--- src/rtl/ppcfg_pkg.sv ---
package ppcfg_pkg;
  typedef enum logic [3:0] {
    ST_IDLE,
    ST_PULSE,
    ST_WAIT,
    ST_SETTLE,
    ST_XFER,
    ST_EXTRA,
    ST_INIT,
    ST_DONE,
    ST_ERR
  } cfg_st_e;
endpackage

--- src/rtl/ppcfg_sync.sv ---
module ppcfg_sync #(
  parameter int unsigned W      = 3,
  parameter int unsigned STAGES = 2
) (
  input  logic         clk_i,
  input  logic         rst_ni,
  input  logic [W-1:0] d_i,
  output logic [W-1:0] q_o
);
  logic [W-1:0] stg_q [STAGES];

  always_ff @(posedge clk_i or negedge rst_ni) begin
    if (!rst_ni) stg_q[0] <= '0;
    else         stg_q[0] <= d_i;
  end

  for (genvar s = 1; s < STAGES; s++) begin : g_stage
    always_ff @(posedge clk_i or negedge rst_ni) begin
      if (!rst_ni) stg_q[s] <= '0;
      else         stg_q[s] <= stg_q[s-1];
    end
  end

  assign q_o = stg_q[STAGES-1];
endmodule

--- src/rtl/ppcfg_dclk_gen.sv ---
module ppcfg_dclk_gen #(
  parameter int unsigned DIV = 4
) (
  input  logic clk_i,
  input  logic rst_ni,
  input  logic run_i,
  input  logic clear_i,
  output logic dclk_o,
  output logic rise_o,
  output logic fall_o
);
  localparam int unsigned CW = $clog2(DIV + 1);

  logic [CW-1:0] cnt_q;
  logic          dclk_q;
  logic          last;

  assign last   = (cnt_q == CW'(DIV - 1));
  // one-cycle lookahead strobes
  assign rise_o = !clear_i && !dclk_q && run_i && last;
  assign fall_o = !clear_i && dclk_q && last;

  always_ff @(posedge clk_i or negedge rst_ni) begin
    if (!rst_ni) begin
      dclk_q <= 1'b0;
      cnt_q  <= '0;
    end else if (clear_i) begin
      dclk_q <= 1'b0;
      cnt_q  <= '0;
    end else if (dclk_q) begin
      // a started high phase always completes
      if (last) begin
        dclk_q <= 1'b0;
        cnt_q  <= '0;
      end else begin
        cnt_q <= cnt_q + 1'b1;
      end
    end else if (run_i) begin
      if (last) begin
        dclk_q <= 1'b1;
        cnt_q  <= '0;
      end else begin
        cnt_q <= cnt_q + 1'b1;
      end
    end else begin
      cnt_q <= '0;
    end
  end

  assign dclk_o = dclk_q;

  a_r5_rise_needs_run: assert property (@(posedge clk_i) disable iff (!rst_ni)
    $rose(dclk_q) |-> $past(run_i));
endmodule

--- src/rtl/ppcfg_seq.sv ---
module ppcfg_seq
  import ppcfg_pkg::*;
#(
  parameter int unsigned PULSE_CYC      = 8,
  parameter int unsigned WAIT_CYC       = 4,
  parameter int unsigned EDGES_PER_BYTE = 4,
  parameter int unsigned EXTRA_CLKS     = 4,
  parameter int unsigned INIT_TO        = 64
) (
  input  logic       clk_i,
  input  logic       rst_ni,
  input  logic       start_i,
  input  logic       byte_valid_i,
  input  logic [7:0] byte_data_i,
  input  logic       stat_i,
  input  logic       cdone_i,
  input  logic       init_i,
  input  logic       rise_i,
  input  logic       fall_i,
  input  logic       dclk_i,
  output logic       run_o,
  output logic       clear_o,
  output logic       byte_ready_o,
  output logic [7:0] data_o,
  output logic       prog_no,
  output logic       done_o,
  output logic       err_o
);
  localparam int unsigned TMAX0 = (PULSE_CYC > WAIT_CYC) ? PULSE_CYC : WAIT_CYC;
  localparam int unsigned TMAX  = (TMAX0 > INIT_TO) ? TMAX0 : INIT_TO;
  localparam int unsigned TW    = $clog2(TMAX + 1);
  localparam int unsigned KW    = $clog2(EDGES_PER_BYTE + 1);
  localparam int unsigned XW    = $clog2(EXTRA_CLKS + 2);

  cfg_st_e       st_q, st_d;
  logic [TW-1:0] tmr_q;
  logic [KW-1:0] kcnt_q;
  logic [XW-1:0] xcnt_q;
  logic [7:0]    data_q;
  logic          have_q;
  logic          seen_lo_q;
  logic          load;
  logic          last_edge;

  always_comb begin
    st_d = st_q;
    unique case (st_q)
      ST_IDLE, ST_DONE, ST_ERR: if (start_i) st_d = ST_PULSE;
      ST_PULSE:  if (tmr_q == TW'(PULSE_CYC - 1)) st_d = ST_WAIT;
      ST_WAIT:   if (stat_i && seen_lo_q) st_d = ST_SETTLE;
      ST_SETTLE: begin
        if (!stat_i) st_d = ST_ERR;
        else if (tmr_q == TW'(WAIT_CYC - 1)) st_d = ST_XFER;
      end
      ST_XFER: begin
        if (!stat_i) st_d = ST_ERR;
        else if (cdone_i) st_d = (EXTRA_CLKS == 0) ? ST_INIT : ST_EXTRA;
      end
      ST_EXTRA: begin
        if (!stat_i) st_d = ST_ERR;
        else if (fall_i && xcnt_q == XW'(EXTRA_CLKS)) st_d = ST_INIT;
      end
      ST_INIT: if (init_i || tmr_q == TW'(INIT_TO - 1)) st_d = ST_DONE;
      default: st_d = ST_IDLE;
    endcase
  end

  always_ff @(posedge clk_i or negedge rst_ni) begin
    if (!rst_ni) begin
      st_q  <= ST_IDLE;
      tmr_q <= '0;
    end else begin
      st_q <= st_d;
      if (st_d != st_q)       tmr_q <= '0;
      else if (tmr_q != TW'(TMAX)) tmr_q <= tmr_q + 1'b1;
    end
  end

  // status must be observed low before its release is trusted
  always_ff @(posedge clk_i or negedge rst_ni) begin
    if (!rst_ni) seen_lo_q <= 1'b0;
    else if (st_q != ST_PULSE && st_d == ST_PULSE) seen_lo_q <= 1'b0;
    else if ((st_q == ST_PULSE || st_q == ST_WAIT) && !stat_i) seen_lo_q <= 1'b1;
  end

  assign byte_ready_o = (st_q == ST_XFER) && !have_q;
  assign load         = byte_ready_o && byte_valid_i;
  assign last_edge    = (kcnt_q == KW'(EDGES_PER_BYTE - 1));

  always_ff @(posedge clk_i or negedge rst_ni) begin
    if (!rst_ni) begin
      data_q <= '0;
      have_q <= 1'b0;
      kcnt_q <= '0;
    end else if (st_q != ST_XFER) begin
      have_q <= 1'b0;
      kcnt_q <= '0;
    end else if (load) begin
      data_q <= byte_data_i;
      have_q <= 1'b1;
      kcnt_q <= '0;
    end else if (have_q && fall_i) begin
      if (last_edge) begin
        have_q <= 1'b0;
        kcnt_q <= '0;
      end else begin
        kcnt_q <= kcnt_q + 1'b1;
      end
    end
  end

  always_ff @(posedge clk_i or negedge rst_ni) begin
    if (!rst_ni)                xcnt_q <= '0;
    else if (st_q != ST_EXTRA)  xcnt_q <= '0;
    else if (rise_i)            xcnt_q <= xcnt_q + 1'b1;
  end

  assign run_o   = ((st_q == ST_XFER) && have_q) || (st_q == ST_EXTRA);
  assign clear_o = !((st_q == ST_XFER) || (st_q == ST_EXTRA));
  assign data_o  = data_q;
  assign prog_no = (st_q != ST_PULSE);
  assign done_o  = (st_q == ST_DONE);
  assign err_o   = (st_q == ST_ERR);

  a_r4_data_hold: assert property (@(posedge clk_i) disable iff (!rst_ni)
    dclk_i |-> $stable(data_q));
  a_r7_ready_low_phase: assert property (@(posedge clk_i) disable iff (!rst_ni)
    byte_ready_o |-> !dclk_i);
  a_r7_one_per_handshake: assert property (@(posedge clk_i) disable iff (!rst_ni)
    (byte_ready_o && byte_valid_i) |=> !byte_ready_o);
  a_r10_err_stops_clk: assert property (@(posedge clk_i) disable iff (!rst_ni)
    err_o |=> !dclk_i);
  a_r2_no_clk_in_pulse: assert property (@(posedge clk_i) disable iff (!rst_ni)
    !prog_no |-> !dclk_i);
  a_r11_done_quiet: assert property (@(posedge clk_i) disable iff (!rst_ni)
    done_o |-> (!dclk_i && !byte_ready_o));
endmodule

--- src/rtl/pp_cfg_host.sv ---
module pp_cfg_host #(
  parameter int unsigned PULSE_CYC      = 8,
  parameter int unsigned WAIT_CYC       = 4,
  parameter int unsigned DIV            = 4,
  parameter int unsigned EDGES_PER_BYTE = 4,
  parameter int unsigned EXTRA_CLKS     = 4,
  parameter int unsigned INIT_TO        = 64,
  parameter int unsigned SYNC_STAGES    = 2
) (
  input  logic       clk_i,
  input  logic       rst_ni,
  input  logic       start_i,
  input  logic       byte_valid_i,
  input  logic [7:0] byte_data_i,
  output logic       byte_ready_o,
  output logic       prog_no,
  output logic       dclk_o,
  output logic [7:0] dq_o,
  input  logic       tgt_stat_ni,
  input  logic       tgt_cdone_i,
  input  logic       tgt_init_i,
  output logic       done_o,
  output logic       err_o
);
  logic [2:0] tgt_raw, tgt_s;
  logic       run, clear, rise, fall, dclk;

  assign tgt_raw = {tgt_init_i, tgt_cdone_i, tgt_stat_ni};

  ppcfg_sync #(.W(3), .STAGES(SYNC_STAGES)) u_sync (
    .clk_i (clk_i),
    .rst_ni(rst_ni),
    .d_i   (tgt_raw),
    .q_o   (tgt_s)
  );

  ppcfg_dclk_gen #(.DIV(DIV)) u_gen (
    .clk_i  (clk_i),
    .rst_ni (rst_ni),
    .run_i  (run),
    .clear_i(clear),
    .dclk_o (dclk),
    .rise_o (rise),
    .fall_o (fall)
  );

  ppcfg_seq #(
    .PULSE_CYC     (PULSE_CYC),
    .WAIT_CYC      (WAIT_CYC),
    .EDGES_PER_BYTE(EDGES_PER_BYTE),
    .EXTRA_CLKS    (EXTRA_CLKS),
    .INIT_TO       (INIT_TO)
  ) u_seq (
    .clk_i       (clk_i),
    .rst_ni      (rst_ni),
    .start_i     (start_i),
    .byte_valid_i(byte_valid_i),
    .byte_data_i (byte_data_i),
    .stat_i      (tgt_s[0]),
    .cdone_i     (tgt_s[1]),
    .init_i      (tgt_s[2]),
    .rise_i      (rise),
    .fall_i      (fall),
    .dclk_i      (dclk),
    .run_o       (run),
    .clear_o     (clear),
    .byte_ready_o(byte_ready_o),
    .data_o      (dq_o),
    .prog_no     (prog_no),
    .done_o      (done_o),
    .err_o       (err_o)
  );

  assign dclk_o = dclk;
endmodule

--- config.mk ---
export PLATFORM = sky130hd
export DESIGN_NAME = pp_cfg_host
export DESIGN_NICKNAME = d
export VERILOG_FILES = /design/src/rtl/ppcfg_pkg.sv /design/src/rtl/ppcfg_sync.sv /design/src/rtl/ppcfg_dclk_gen.sv /design/src/rtl/ppcfg_seq.sv /design/src/rtl/pp_cfg_host.sv
export SDC_FILE = /design/constraint.sdc
export NUM_CORES = 1
export LEC_CHECK = 0
export BUFFER_PORTS_ARGS = -buffer_cell sky130_fd_sc_hd__buf_4
export CAP_MARGIN = 20
export CORE_MARGIN = 5
export CORE_UTILIZATION = 50
export DETAILED_ROUTE_END_ITERATION = 8
export PLACE_DENSITY = 0.71
export SYNTH_ARGS = -nofsm -noshare
export SYNTH_HDL_FRONTEND = slang
export SYNTH_SLANG_ARGS = --single-unit
--- constraint.sdc ---
create_clock -name clk_i -period 4.3 [get_ports clk_i]
set_input_delay 0.43 -clock clk_i [delete_from_list [all_inputs] [get_ports clk_i]]
set_output_delay 0.43 -clock clk_i [all_outputs]
set_load 0.01 [all_outputs]
==> results_dict.tcl <==
set metrics [dict create \
    clk_path_buf_depth 2 \
    hold_buffers 0 \
    grt_first_pass_wirelength_microns 7120 \
    routed_wl_microns 4000 \
    core_sq_um 3720 \
    syn_inst 180 \
    rsz0062_at_grt "no" \
    switching_share 0.289 \
    drive_above_1_share 0.298 \
    r2r_start "u_seq.st_q[0]$_DFF_PN0_" \
    worstSkewPairLatency_ns 0.29 \
    hold_viol 0 \
    leakagePower_nw 1.03 \
    antenna_found_initial 0 \
    ys_types 50 \
    io_pins 28 \
    path_class "reg2reg" \
    netlist.area_leader.share 0.476 \
    postLayoutCoreUtil 0.617 \
    skew_ns 0.00357 \
    yosysSeqAreaShare 0.476 \
    grt_util_all_layers 0.172 \
    wl_per_cell_microns 15.6 \
    max_freq_ghz 0.435 \
    multi_input_area_sq_um 932 \
    grt_overflow 0 \
    slew_violations 0 \
    htree_levels 2 \
    cts_resized 0 \
    path_max_fanout 22 \
    status "finished clean" \
    synth_common_cells "37 x dfrtp_1, 20 x nor2_1, 10 x inv_1" \
    worstSetupEndpointType "register" \
    yosysMostFrequentCell "dfrtp_1" \
    clockPowerShare 0.339 \
    fill_cells 312 \
    p_per_area_nw_per_um2 454 \
    hp-class "in2async" \
    final_antenna_net_count 0 \
    drt_iter0_drc 156 \
    area_growth_pct 17.7 \
    io_buffers 27 \
    viasPerCell 5.83 \
    synth-simple-area-share 0.226 \
    synth_edf_count 0 \
    p_comb_frac 0.243 \
    cp.required_ns 4.47 \
    first_pass_iters 4 \
    dp_hpwl_microns 2950 \
    clkSlewWorstSetupHoldPaths_ns 0.07 \
    clockRootBuffer "clkbuf_8" \
    synth_top_cell_by_area "dfrtp_1" \
    insertedDiodeCount 0 \
    ff_latch_area_sq_um 926 \
    period_needed_ns 2.30 \
    postCtsSetupBuffers 0 \
    tightest_slew_ns 0.649 \
    worst_ep_arrival_time_ns 2.47 \
    fp.dieW_microns 72.4 \
    tns_ns 0 \
    cp-start-kind "register" \
    mappedNetlistArea_sq_um 1950 \
    cts_buffers 5 \
    setup_viol 0 \
    power_switching_uw 301 \
    synthAdderAreaFrac 0.0386 \
    startpoint "u_seq.st_q[0]$_DFF_PN0_" \
    start_util 0.524 \
    grt_max_degree 38 \
    drcViolationCount 0 \
    synth_area_leaders "dfrtp_1 48%, mux2_2 5.2%, ha_1 3.9%" \
    relSlewSlack 0.568 \
    clock_sink_count 37 \
    gp_congestion 0.913 \
    internal_power_uw 740 \
    nets 228 \
    syn_area_per_cell_sq_um 10.8 \
    rows 22 \
    fin_crit_sh 0.535 \
    synth_top_flop_cell "dfrtp_1" \
    synth-compound-area-share 0.116 \
    power_frac_seq 0.418 \
    muxShareOfSynthArea 0.0623 \
    peakVddDrop_mv 0.278 \
    synth_xor_area_frac 0.0360 \
    die_h_microns 72.4 \
    synth_top_family_by_area "simple AND/OR/NAND/NOR gates" \
    num_vias 1493 \
    grt_pass1_vias 1591 \
    cts_tree "built" \
    ys.warnings.count 0 \
    dieArea_sq_um 5240 \
    asyncSetResetFlopFracSynth 1.00 \
    synth_fp_nets 201 \
    maxCapViolCount 0 \
    yosys_register_bits 37 \
]
cells by family (layout without fill, tap and decap cells):
kind of cell	after synthesis	after routing
AO/OA/AOI/OAI	28	28
XOR/XNOR	8	8
adder cells (fa/ha/maj)	6	6
buffers and inverters	17	45
flip-flops	37	37
multiplexers	11	11
AND/OR/NAND/NOR	73	73
metrics by stage:
step | instances | instance area (sq um) | hold slack (ns) | power (mW) | setup WS (ns)
finish | 256 | 2290 | 0.0923 | 1.04 | 2.00
floorplan | 180 | 1950 | 0.134 | 0.627 | 2.23
detailed placement | 248 | 2160 | 0.340 | 0.689 | 2.06
global placement | 248 | 2160 | 0.332 | 0.674 | 2.14
global route | 256 | 2290 | 0.127 | 1.10 | 1.88
CTS | 256 | 2290 | 0.105 | 1.04 | 2.02
placed cells by master (no fill, tap or decap), types with 3 or more instances in the layout:
cell	Yosys	routed
clkbuf_8	0	5
mux2_2	9	9
nand3_1	6	6
xnor2_1	4	4
xor2_1	4	4
nand2_1	8	8
nor2_1	20	20
o21ai_0	4	4
dfrtp_1	37	37
a21oi_1	4	4
nor2b_1	3	3
nor3_1	4	4
ha_1	6	6
nor3b_1	3	3
nor4b_1	3	3
nand2b_1	5	5
buf_4	0	27
inv_1	10	10
final timing paths:
kind                                                to  slack, ns  cells past startpoint
max                        u_seq.seen_lo_q$_DFFE_PN0P_       2.00                      5
min                        u_seq.data_o[7]$_DFFE_PN0P_       0.09                      1
max reg2reg                u_seq.seen_lo_q$_DFFE_PN0P_       2.00                      5
min reg2reg                    u_sync.q_o[1]$_DFF_PN0_       0.35                      0
max in group asynchronous   u_seq.tmr_q[6]$_DFFE_PN0P_       3.89                      1
min in group clk_i           u_sync.stg_q[3]$_DFF_PN0_       0.25                      1
power groups by stage:
stage | Combinational (mW) | Clock, mW | Sequential [mW]
6_report | 0.253 | 0.353 | 0.435
3_5_place_dp | 0.251 | 0 | 0.439
4_1_cts | 0.252 | 0.360 | 0.433
3_3_place_gp | 0.241 | 0 | 0.433
2_1_floorplan | 0.216 | 0 | 0.411
5_1_grt | 0.279 | 0.379 | 0.440
cell type report:
| class | count | area share |
|---|---|---|
| sequential | 37 | 0.404 |
| clock inverter | 3 | 0.0284 |
| multi-input combinational | 126 | 0.407 |
| timing repair buffer | 27 | 0.0884 |
| tap | 48 | 0.0262 |
| inverter | 10 | 0.0164 |
| clock buffer | 5 | 0.0300 |
sequential cells by signal, summed over array words and instances, names as in the netlist:
register and flops:
u_seq.data_o 8, u_seq.tmr_q 7, u_seq.st_q 4, u_gen.cnt_q 3, u_seq.kcnt_q 3, u_seq.xcnt_q 3, u_sync.q_o 3, u_sync.stg_q 3
u_gen.dclk_o 1, u_seq.have_q 1, u_seq.seen_lo_q 1
worst max-delay path, cell delays in order (launching register included):
cell and delay (ns):
dfrtp_1 0.76, or4b_4 0.57, o21ba_1 0.28, or3_4 0.16, nor3b_2 0.05, o41a_1 0.37
layer usage:
metal / global-route usage / share of wire
met5: 0 / 0
met1: 0.210 / 0.41
met4: 0.0451 / 0.0090
met3: 0.0623 / 0.090
met2: 0.287 / 0.49
Power figures use the tool's default switching activity.
